**src/rtl/uart_tx_pkg.sv**
```systemverilog
// Package: shared parity codes for the debug serial transmitter.
// Assumes: the 3-bit mode field carries one of these codes; other codes mean none.
package uart_tx_pkg;

    typedef enum logic [2:0] {
        PAR_NONE  = 3'd0,
        PAR_ODD   = 3'd1,
        PAR_EVEN  = 3'd2,
        PAR_SPACE = 3'd3,
        PAR_MARK  = 3'd4
    } par_mode_e;

endpackage

```
**src/rtl/tx_parity_gen.sv**
```systemverilog
// Module: tx_parity_gen
// Does:    decides whether a parity bit is sent and computes its value from the data.
// Assumes: purely combinational; mode codes as in uart_tx_pkg, unknown codes act as none.
module tx_parity_gen
    import uart_tx_pkg::*;
#(
    parameter int DATA_W = 8
) (
    input  logic [DATA_W-1:0] data,
    input  logic [2:0]        mode,
    output logic              has_par,
    output logic              par_bit
);

    logic ones_odd;
    assign ones_odd = ^data;

    // Map the mode code to parity presence and value.
    always_comb begin
        has_par = 1'b1;
        par_bit = 1'b1;
        case (par_mode_e'(mode))
            PAR_ODD:   par_bit = ~ones_odd;
            PAR_EVEN:  par_bit = ones_odd;
            PAR_SPACE: par_bit = 1'b0;
            PAR_MARK:  par_bit = 1'b1;
            default:   has_par = 1'b0;
        endcase
    end

endmodule

```
**src/rtl/tx_hold_reg.sv**
```systemverilog
// Module: tx_hold_reg
// Does:    one-byte waiting slot between the writer and the shifter.
// Assumes: take is only asserted while full; writes into a full slot are dropped.
module tx_hold_reg #(
    parameter int DATA_W = 8
) (
    input  logic              clk,
    input  logic              rst_n,
    input  logic              enable,
    input  logic              wr_stb,
    input  logic [DATA_W-1:0] wr_data,
    input  logic              take,
    output logic              full,
    output logic [DATA_W-1:0] data
);

    logic accept;
    assign accept = enable && wr_stb && !full;

    // Fill on an accepted write, empty when the shifter takes the byte.
    always_ff @(posedge clk) begin
        if (!rst_n || !enable) begin
            full <= 1'b0;
            data <= '0;
        end else if (accept) begin
            full <= 1'b1;
            data <= wr_data;
        end else if (take) begin
            full <= 1'b0;
        end
    end

    // A waiting byte stays put until the shifter takes it.
    p_keep_waiting_r7: assert property (@(posedge clk) disable iff (!rst_n)
        (enable && full && !take) |=> (full && $stable(data)));

endmodule

```
**src/rtl/tx_shifter.sv**
```systemverilog
// Module: tx_shifter
// Does:    serialises one frame (start, data LSB first, optional parity, stop),
//          advancing one bit on each baud tick.
// Assumes: load only while not busy; baud_tick is a single-cycle pulse.
module tx_shifter #(
    parameter int DATA_W = 8
) (
    input  logic              clk,
    input  logic              rst_n,
    input  logic              enable,
    input  logic              baud_tick,
    input  logic              load,
    input  logic [DATA_W-1:0] load_data,
    input  logic              has_par,
    input  logic              par_bit,
    output logic              busy,
    output logic              line,
    output logic              frame_done
);

    localparam int FRAME_W = DATA_W + 3;
    localparam int CNT_W   = $clog2(FRAME_W + 1);

    logic [FRAME_W-1:0] frame;
    logic [CNT_W-1:0]   bits_left;

    assign frame_done = busy && baud_tick && (bits_left == '0);

    // Load a frame, then emit one bit per tick; the tick after the stop bit frees the shifter.
    always_ff @(posedge clk) begin
        if (!rst_n || !enable) begin
            busy      <= 1'b0;
            line      <= 1'b1;
            frame     <= '1;
            bits_left <= '0;
        end else if (load) begin
            busy      <= 1'b1;
            frame     <= {1'b1, (has_par ? par_bit : 1'b1), load_data, 1'b0};
            bits_left <= has_par ? CNT_W'(FRAME_W) : CNT_W'(FRAME_W - 1);
        end else if (busy && baud_tick) begin
            if (bits_left == '0) begin
                busy <= 1'b0;
                line <= 1'b1;
            end else begin
                line      <= frame[0];
                frame     <= {1'b1, frame[FRAME_W-1:1]};
                bits_left <= bits_left - 1'b1;
            end
        end
    end

    // Line is high whenever no frame is in flight.
    p_idle_high_r1: assert property (@(posedge clk) disable iff (!rst_n)
        !busy |-> line);
    // Start bit waits for a tick: the line is still high in the cycle the frame is loaded.
    p_start_on_tick_r2: assert property (@(posedge clk) disable iff (!rst_n)
        $rose(busy) |-> line);
    // Bit counter never exceeds the longest frame.
    p_count_bound_r2: assert property (@(posedge clk) disable iff (!rst_n)
        bits_left <= CNT_W'(FRAME_W));

endmodule

```
**src/rtl/dbg_uart_tx.sv**
```systemverilog
// Module: dbg_uart_tx
// Does:    double-buffered serial transmitter: waiting slot, parity generator, frame shifter,
//          and the slot-ready and all-sent flags.
// Assumes: baud_tick comes from an external divider; synchronous active-low reset.
module dbg_uart_tx #(
    parameter int DATA_W = 8
) (
    input  logic              clk,
    input  logic              rst_n,
    input  logic              tx_en,
    input  logic [2:0]        par_mode,
    input  logic              baud_tick,
    input  logic              wr_stb,
    input  logic [DATA_W-1:0] wr_data,
    output logic              ser_out,
    output logic              hold_ready,
    output logic              all_sent
);

    logic              hold_full;
    logic [DATA_W-1:0] hold_data;
    logic              sh_busy;
    logic              sh_done;
    logic              move;
    logic              has_par;
    logic              par_bit;
    logic              wr_accept;

    assign move       = hold_full && !sh_busy;
    assign hold_ready = tx_en && !hold_full;
    assign wr_accept  = hold_ready && wr_stb;

    tx_hold_reg #(.DATA_W(DATA_W)) u_hold (
        .clk     (clk),
        .rst_n   (rst_n),
        .enable  (tx_en),
        .wr_stb  (wr_stb),
        .wr_data (wr_data),
        .take    (move),
        .full    (hold_full),
        .data    (hold_data)
    );

    tx_parity_gen #(.DATA_W(DATA_W)) u_par (
        .data    (hold_data),
        .mode    (par_mode),
        .has_par (has_par),
        .par_bit (par_bit)
    );

    tx_shifter #(.DATA_W(DATA_W)) u_shift (
        .clk        (clk),
        .rst_n      (rst_n),
        .enable     (tx_en),
        .baud_tick  (baud_tick),
        .load       (move),
        .load_data  (hold_data),
        .has_par    (has_par),
        .par_bit    (par_bit),
        .busy       (sh_busy),
        .line       (ser_out),
        .frame_done (sh_done)
    );

    // All-sent flag: set when the last stop bit ends with nothing waiting, cleared by a new byte.
    always_ff @(posedge clk) begin
        if (!rst_n || !tx_en) begin
            all_sent <= 1'b0;
        end else if (wr_accept) begin
            all_sent <= 1'b0;
        end else if (sh_done && !hold_full) begin
            all_sent <= 1'b1;
        end
    end

    // Slot-ready implies the transmitter is enabled.
    p_ready_needs_en_r4: assert property (@(posedge clk) disable iff (!rst_n)
        hold_ready |-> tx_en);
    // All-sent only while both the slot and the shifter are empty.
    p_sent_quiet_r8: assert property (@(posedge clk) disable iff (!rst_n)
        all_sent |-> (!sh_busy && !hold_full));
    // Disabling parks the line high and clears the all-sent flag.
    p_disable_clear_r9: assert property (@(posedge clk) disable iff (!rst_n)
        !tx_en |=> (ser_out && !all_sent));

endmodule

```
**config.mk**
```make
export PLATFORM = sky130hd
export DESIGN_NAME = dbg_uart_tx
export DESIGN_NICKNAME = d
export VERILOG_FILES = /design/src/rtl/uart_tx_pkg.sv /design/src/rtl/tx_parity_gen.sv /design/src/rtl/tx_hold_reg.sv /design/src/rtl/tx_shifter.sv /design/src/rtl/dbg_uart_tx.sv
export SDC_FILE = /design/constraint.sdc
export NUM_CORES = 1
export LEC_CHECK = 0
export CORE_AREA = 5 5 58 60
export CTS_CLUSTER_SIZE = 10
export DETAILED_ROUTE_END_ITERATION = 7
export DIE_AREA = 0 0 63 65
export PLACE_DENSITY = 0.76
export SETUP_SLACK_MARGIN = 0.3
export SKIP_CTS_REPAIR_TIMING = 1
export SYNTH_ARGS = -nofsm -noshare
export SYNTH_HDL_FRONTEND = slang
export SYNTH_SLANG_ARGS = --single-unit
```
**constraint.sdc**
```tcl
create_clock -name clk -period 2.3 [get_ports clk]
set_clock_uncertainty 0.2 [all_clocks]
set_input_delay 0.46 -clock clk [delete_from_list [all_inputs] [get_ports clk]]
set_output_delay 0.46 -clock clk [all_outputs]
set_load 0.01 [all_outputs]
```
### Yosys cells after proc, flatten, opt, wreduce, memory -nomap -nowiden

Cells that the tools add are included.
Widths: inputs -> output; s select.

* bits in registers: 26
* bits in latches: 0
* memory bits (writable): 0
* ROM bits: 0
* input port bits: 16
* output and inout port bits: 3
* word-level logic and storage cells: 54
* memories: 0

* $add $sub $neg: 1
* $mul: 0
* divide/modulo/power cells: 0
* magnitude comparators: 0
* eq/ne operators: 5
* shift operators: 0
* mux-type cells: 16
* bitwise logic cells: 2
* reduce and logical (&&, ||, !) cells: 23

Operators by type and width (number)
* $mux 10: 3
* $mux 4: 3
* $mux 1: 9
* $logic_and 1x1->1: 8
* $reduce_xor 8->1: 1
* $eq 3x2->1 const B: 2
* $reduce_and 2->1: 3
* $reduce_bool 2->1: 3
* $logic_not 1->1: 4
* $logic_not 4->1: 1
* $reduce_or 4->1: 1
* $sub 4x1->4 const B: 1
* $eq 3x1->1 const B: 1
* $eq 3x3->1 const B: 1
* $pmux 1 s3: 1
* $ne 2x2->1 const B: 1
* $not 1->1: 2
* $reduce_or 2->1: 1
* $logic_or 1x1->1: 1

### Longest topological paths before layout

* word-level depth: 5
* mapped depth: 8
* depth with buffers taken out: 7

### Hierarchy

Synthesis repeated with hierarchy kept, for this count alone.

* cell total of the unflattened synthesis: 164
* area, all modules: 1382.6 um^2

Modules (own cells, without submodules)
* tx_shifter: instances 1, cells an instance 106, area an instance 905.9 um^2, sequential area each 320.3 um^2
* tx_hold_reg: instances 1, cells an instance 40, area an instance 322.8 um^2, sequential area each 180.2 um^2
* tx_parity_gen: instances 1, cells an instance 12, area an instance 96.3 um^2, sequential area each 0.0 um^2
* dbg_uart_tx: instances 1, cells an instance 6, area an instance 57.6 um^2, sequential area each 20.0 um^2

### Worst setup path after synthesis

OpenSTA, ideal clock, no wires.

* path kind: register to register
* from: register u_shift.bits_left[0]
* to: register u_shift.bits_left[0]
* library setup time: 0.086 ns
* arrival time: 1.484 ns
* data required time: 2.014 ns
* setup slack: 0.530 ns
* cell stages (with the launch flop): 8
* path buffers: 1
* period minus slack after synthesis: 1.770 ns
* path through: dfxtp_1 inv_1 ha_1 or3b_4 nor2b_4 buf_8 xnor2_1 a211oi_1

* word-level cells in the longest chain between the ends: 4
* elaborated cells between the ends (all ways): 7
* those cells by class: add/sub (1); eq/ne (1); mux (3); reduce/logical (2)

RTL lines
* start: declaration: line tx_shifter.sv:25 `logic [CNT_W-1:0] bits_left;`
* start signal: assignment: line tx_shifter.sv:39 `bits_left <= has_par ? CNT_W'(FRAME_W) : CNT_W'(FRAME_W - 1);`
* start signal: assignment: line tx_shifter.sv:47 `bits_left <= bits_left - 1'b1;`
* $sub 4x1->4: line tx_shifter.sv:47
* $mux 4: line tx_shifter.sv:41 `if (bits_left == '0) begin`
* $mux 4: line tx_shifter.sv:40 `end else if (busy && baud_tick) begin`
* $mux 4: line tx_shifter.sv:36 `end else if (load) begin`

Several ways; a longest one is shown, not always the timed one. The select of a mux whose other input is x is not followed.
A chain may end at the register's enable or synchronous reset.

### Worst setup path in the final report

* from: input tx_en
* to: output hold_ready

* word-level cells in the longest chain between the ends: 1

RTL lines
* start: declaration: line dbg_uart_tx.sv:10 `input logic tx_en,`
* $logic_and 1x1->1: line dbg_uart_tx.sv:30 `assign hold_ready = tx_en && !hold_full;`
* end: declaration: line dbg_uart_tx.sv:16 `output logic hold_ready,`

Every way passes these cells.

==> out/qor.yml <==
run_status:
  status: "finished clean"
placement:
  dp_slack_ps: -124
  post-place-cells: 193
  dpl.hpwl_mm: 1.84
  gp_congestion: 0.775
  placement.io_buffers: 18
yosys:
  syn_nets: 165
  synth.top_cells.by_area: "dfxtp_1 43%, nand2_1 8.7%, xnor2_1 6.5%"
  seq_area_frac_synth_pct: 42.9
  netlist_top_cells_count: "28 x nand2_1, 26 x dfxtp_1, 13 x a21oi_1"
  synth_area_um2: 1210
  postSynth.asyncResetShare_pct: 0
  synth_edf_count: 0
  yosysTopAreaCell: "dfxtp_1"
  synth_cells: 147
  synth_cell_type_count: 32
  ys_warn_count: 0
  avgSynthCellArea_um2: 8.26
  synth-main-ff-cell: "dfxtp_1"
  ys_ff_latch: 26
  synth.top_cell.area_share_pct: 42.9
  yosysMostFrequentCell: "nand2_1"
setup_path:
  cp_slowest_cell: "clkdlybuf4s50_1"
  cp_max_fo: 3
  critPathMaxStageDelay_ps: 490
  r2r_start: "u_shift.bits_left[0]"
  ff2ff_path_depth: 7
  arrival_ps: 1330
  setup.worst_path.end_class: "primary output"
  path_delay_family: "buffers and inverters"
  start_kind: "input pin"
  required_ps: 1640
  r2r_slack_ps: 350
  cp_num_buf_inv: 2
  worst_r2r_endpoint: "u_shift.bits_left[0]"
  path_cells: "clkdlybuf4s50_1 -> nor2b_2 -> dlymetal6s2s_1"
  worstSetupPathType: "in2out"
hold_path:
  hp-class: "reg2reg"
  hold_start: "u_hold.data[1]"
  min_to: "u_hold.data[1]"
  hold_depth: 2
floorplanning:
  die_x_um: 63
  fp.coreArea_um2: 2880
  ios: 19
  start_util_pct: 42.2
  die-height_um: 65
  rows: 20
  die-area_um2: 4100
cts:
  clock_sinks: 26
  cts_tree: "built"
  clockBufferDepth: 2
  clockRootBuffer: "clkbuf_4"
  clkSlewWorstSetupHoldPaths_ps: 130
  h-tree-depth: 1
  cts_buffers: 3
  clkLatencyLatePin_ps: 320
power_and_ir_drop:
  p_per_area_nw_per_um2: 522
  ir_drop_v: 0.000316
  p_leak_nw: 0.620
global_route:
  antenna_found_initial: 0
  track_usage_pct: 13.1
  grt-ovfl-total: 0
  grt_pass1_vias: 1067
  grt_pass1_wl_mm: 4.40
  grt_max_degree: 21
routing:
  wl_met1_mm: 1.17
  met3WireLength_um: 83
  vias: 1013
  wl_per_cell_um: 12.4
  via_per_inst: 5.09
  drtAntennaViolNets: 0
  drt_wl_total_mm: 2.47
  wl_met2_mm: 1.21
  drt_iter0_drc: 22
  drc: 0
  routed.top_layer: "met4"
  drt_pass1_iterations: 4
sta:
  drv_slew: 0
  hold_ws_ps: 296
  fin_crit_ps: 1990
  rsz0062_at_grt: "yes"
  achievable-frequency_mhz: 501
  setup_viol: 0
  max_slew_margin_pct: 54.6
  finalCritPeriodShare_pct: 86.7
  finalWorstSetupSlack_ps: 306
  hold_violations: 0
  worst_pin_slew_ps: 681
cells_and_area:
  layoutNonFillerInstCount: 199
  fill_cells: 268
  drive_gt1_share_pct: 9.64
  insertedDiodeCount: 0
  layout.nets: 185
  area_growth_pct: 22.6
job:
  max_cap_viol_count: 0
-- routing by layer --
metal	track usage, %	up-vias
li1	-	537
met1	15.8	453
met2	23.2	21
met3	2.25	2
met4	4.77	0
met5	0	-
-- tightest hold or removal path, delay by kind of cell, from the launching register on --
kind | cells | cell delay (ps)
AO/OA/AOI/OAI | 1 | 50
AND/OR/NAND/NOR | 1 | 60
flip-flops | 1 | 350
-- area by class of cell --
cell class / instances / area, um2 / area share (%)
Multi-Input combinational cell: 112 / 657 / 44.2
Tap cell: 33 / 41.3 / 2.78
Inverter: 2 / 7.51 / 0.505
Sequential cell: 26 / 520 / 35.0
Clock buffer: 4 / 36.3 / 2.44
Timing Repair Buffer: 22 / 225 / 15.1
-- power by group --
part,total (mW),internal [mW],switching (mW),leakage (nW)
Clock,0.227,0.0967,0.130,0.0210
Sequential,0.463,0.457,0.00602,0.211
Combinational,0.0859,0.0469,0.0390,0.388
Total,0.777,0.601,0.176,0.620
-- stage by stage --
| stage | TNS, ps | total power, mW | cell area (um2) | util (%) |
|---|---|---|---|---|
| after global routing | 0 | 0.816 | 1490 | 51.7 |
| after CTS | -146 | 0.784 | 1450 | 50.3 |
| after detailed placement | -124 | 0.558 | 1410 | 49.0 |
| after global placement | -145 | 0.556 | 1410 | 49.0 |
| after floorplan | 0 | 0.517 | 1210 | - |
| final | 0 | 0.777 | 1490 | 51.7 |
-- worst max path at each step --
stage	slack, ps	start	cells after the start	to
3_5_place_dp	-120	tx_en	3	hold_ready
3_3_place_gp	-140	tx_en	3	hold_ready
2_1_floorplan	530	u_shift.bits_left[0]	7	u_shift.bits_left[0]
4_1_cts	-150	tx_en	3	hold_ready
5_1_grt	250	tx_en	3	hold_ready
6_report	310	tx_en	3	hold_ready
-- logic make-up (layout without fill, tap and decap cells) --
| family | Yosys count | count (layout) | share of synthesized area, % |
|---|---|---|---|
| AOI/OAI and AO/OA | 29 | 29 | 13.2 |
| xor gates and xnor gates | 10 | 10 | 7.22 |
| adders and majority gates | 2 | 2 | 2.06 |
| buffers and inverters | 9 | 28 | 3.81 |
| DFF | 26 | 26 | 42.9 |
| muxes | 2 | 2 | 1.65 |
| and+or+nand+nor | 69 | 69 | 29.2 |
-- state kept, by name, summed over array words and instances (netlist names) --
signal,flops
u_hold.data,8
u_shift.frame,10
u_shift.line,1
all_sent,1
u_shift.busy,1
u_hold.full,1
u_shift.bits_left,4
-- layout by cell type, fill, tap and decap left out --
cell	Yosys	final
xnor2_1	9	9
clkbuf_8	0	1
nor2b_2	0	1
nand2_4	1	1
mux2i_1	2	2
o21ai_1	9	9
o21ai_0	3	3
o211a_1	1	1
nand3_1	8	8
nor2b_1	2	1
nor2_1	9	9
clkbuf_4	0	3
and2_1	1	1
nand2b_1	3	3
dlymetal6s2s_1	0	1
nor2b_4	1	1
xor2_1	1	1
nand3_4	0	1
or3b_4	1	1
nor3_1	2	2
nor4_2	1	1
nor4_1	1	1
a211oi_1	1	1
or3_1	1	1
nand2_2	1	1
and3_1	8	8
buf_12	0	1
nand2_1	28	28
ha_1	2	2
dfxtp_1	26	26
a31oi_1	1	1
o221a_2	1	1
clkdlybuf4s50_1	0	17
inv_1	2	2
a21oi_1	13	13
buf_4	0	3
Power figures use the tool's default switching activity.
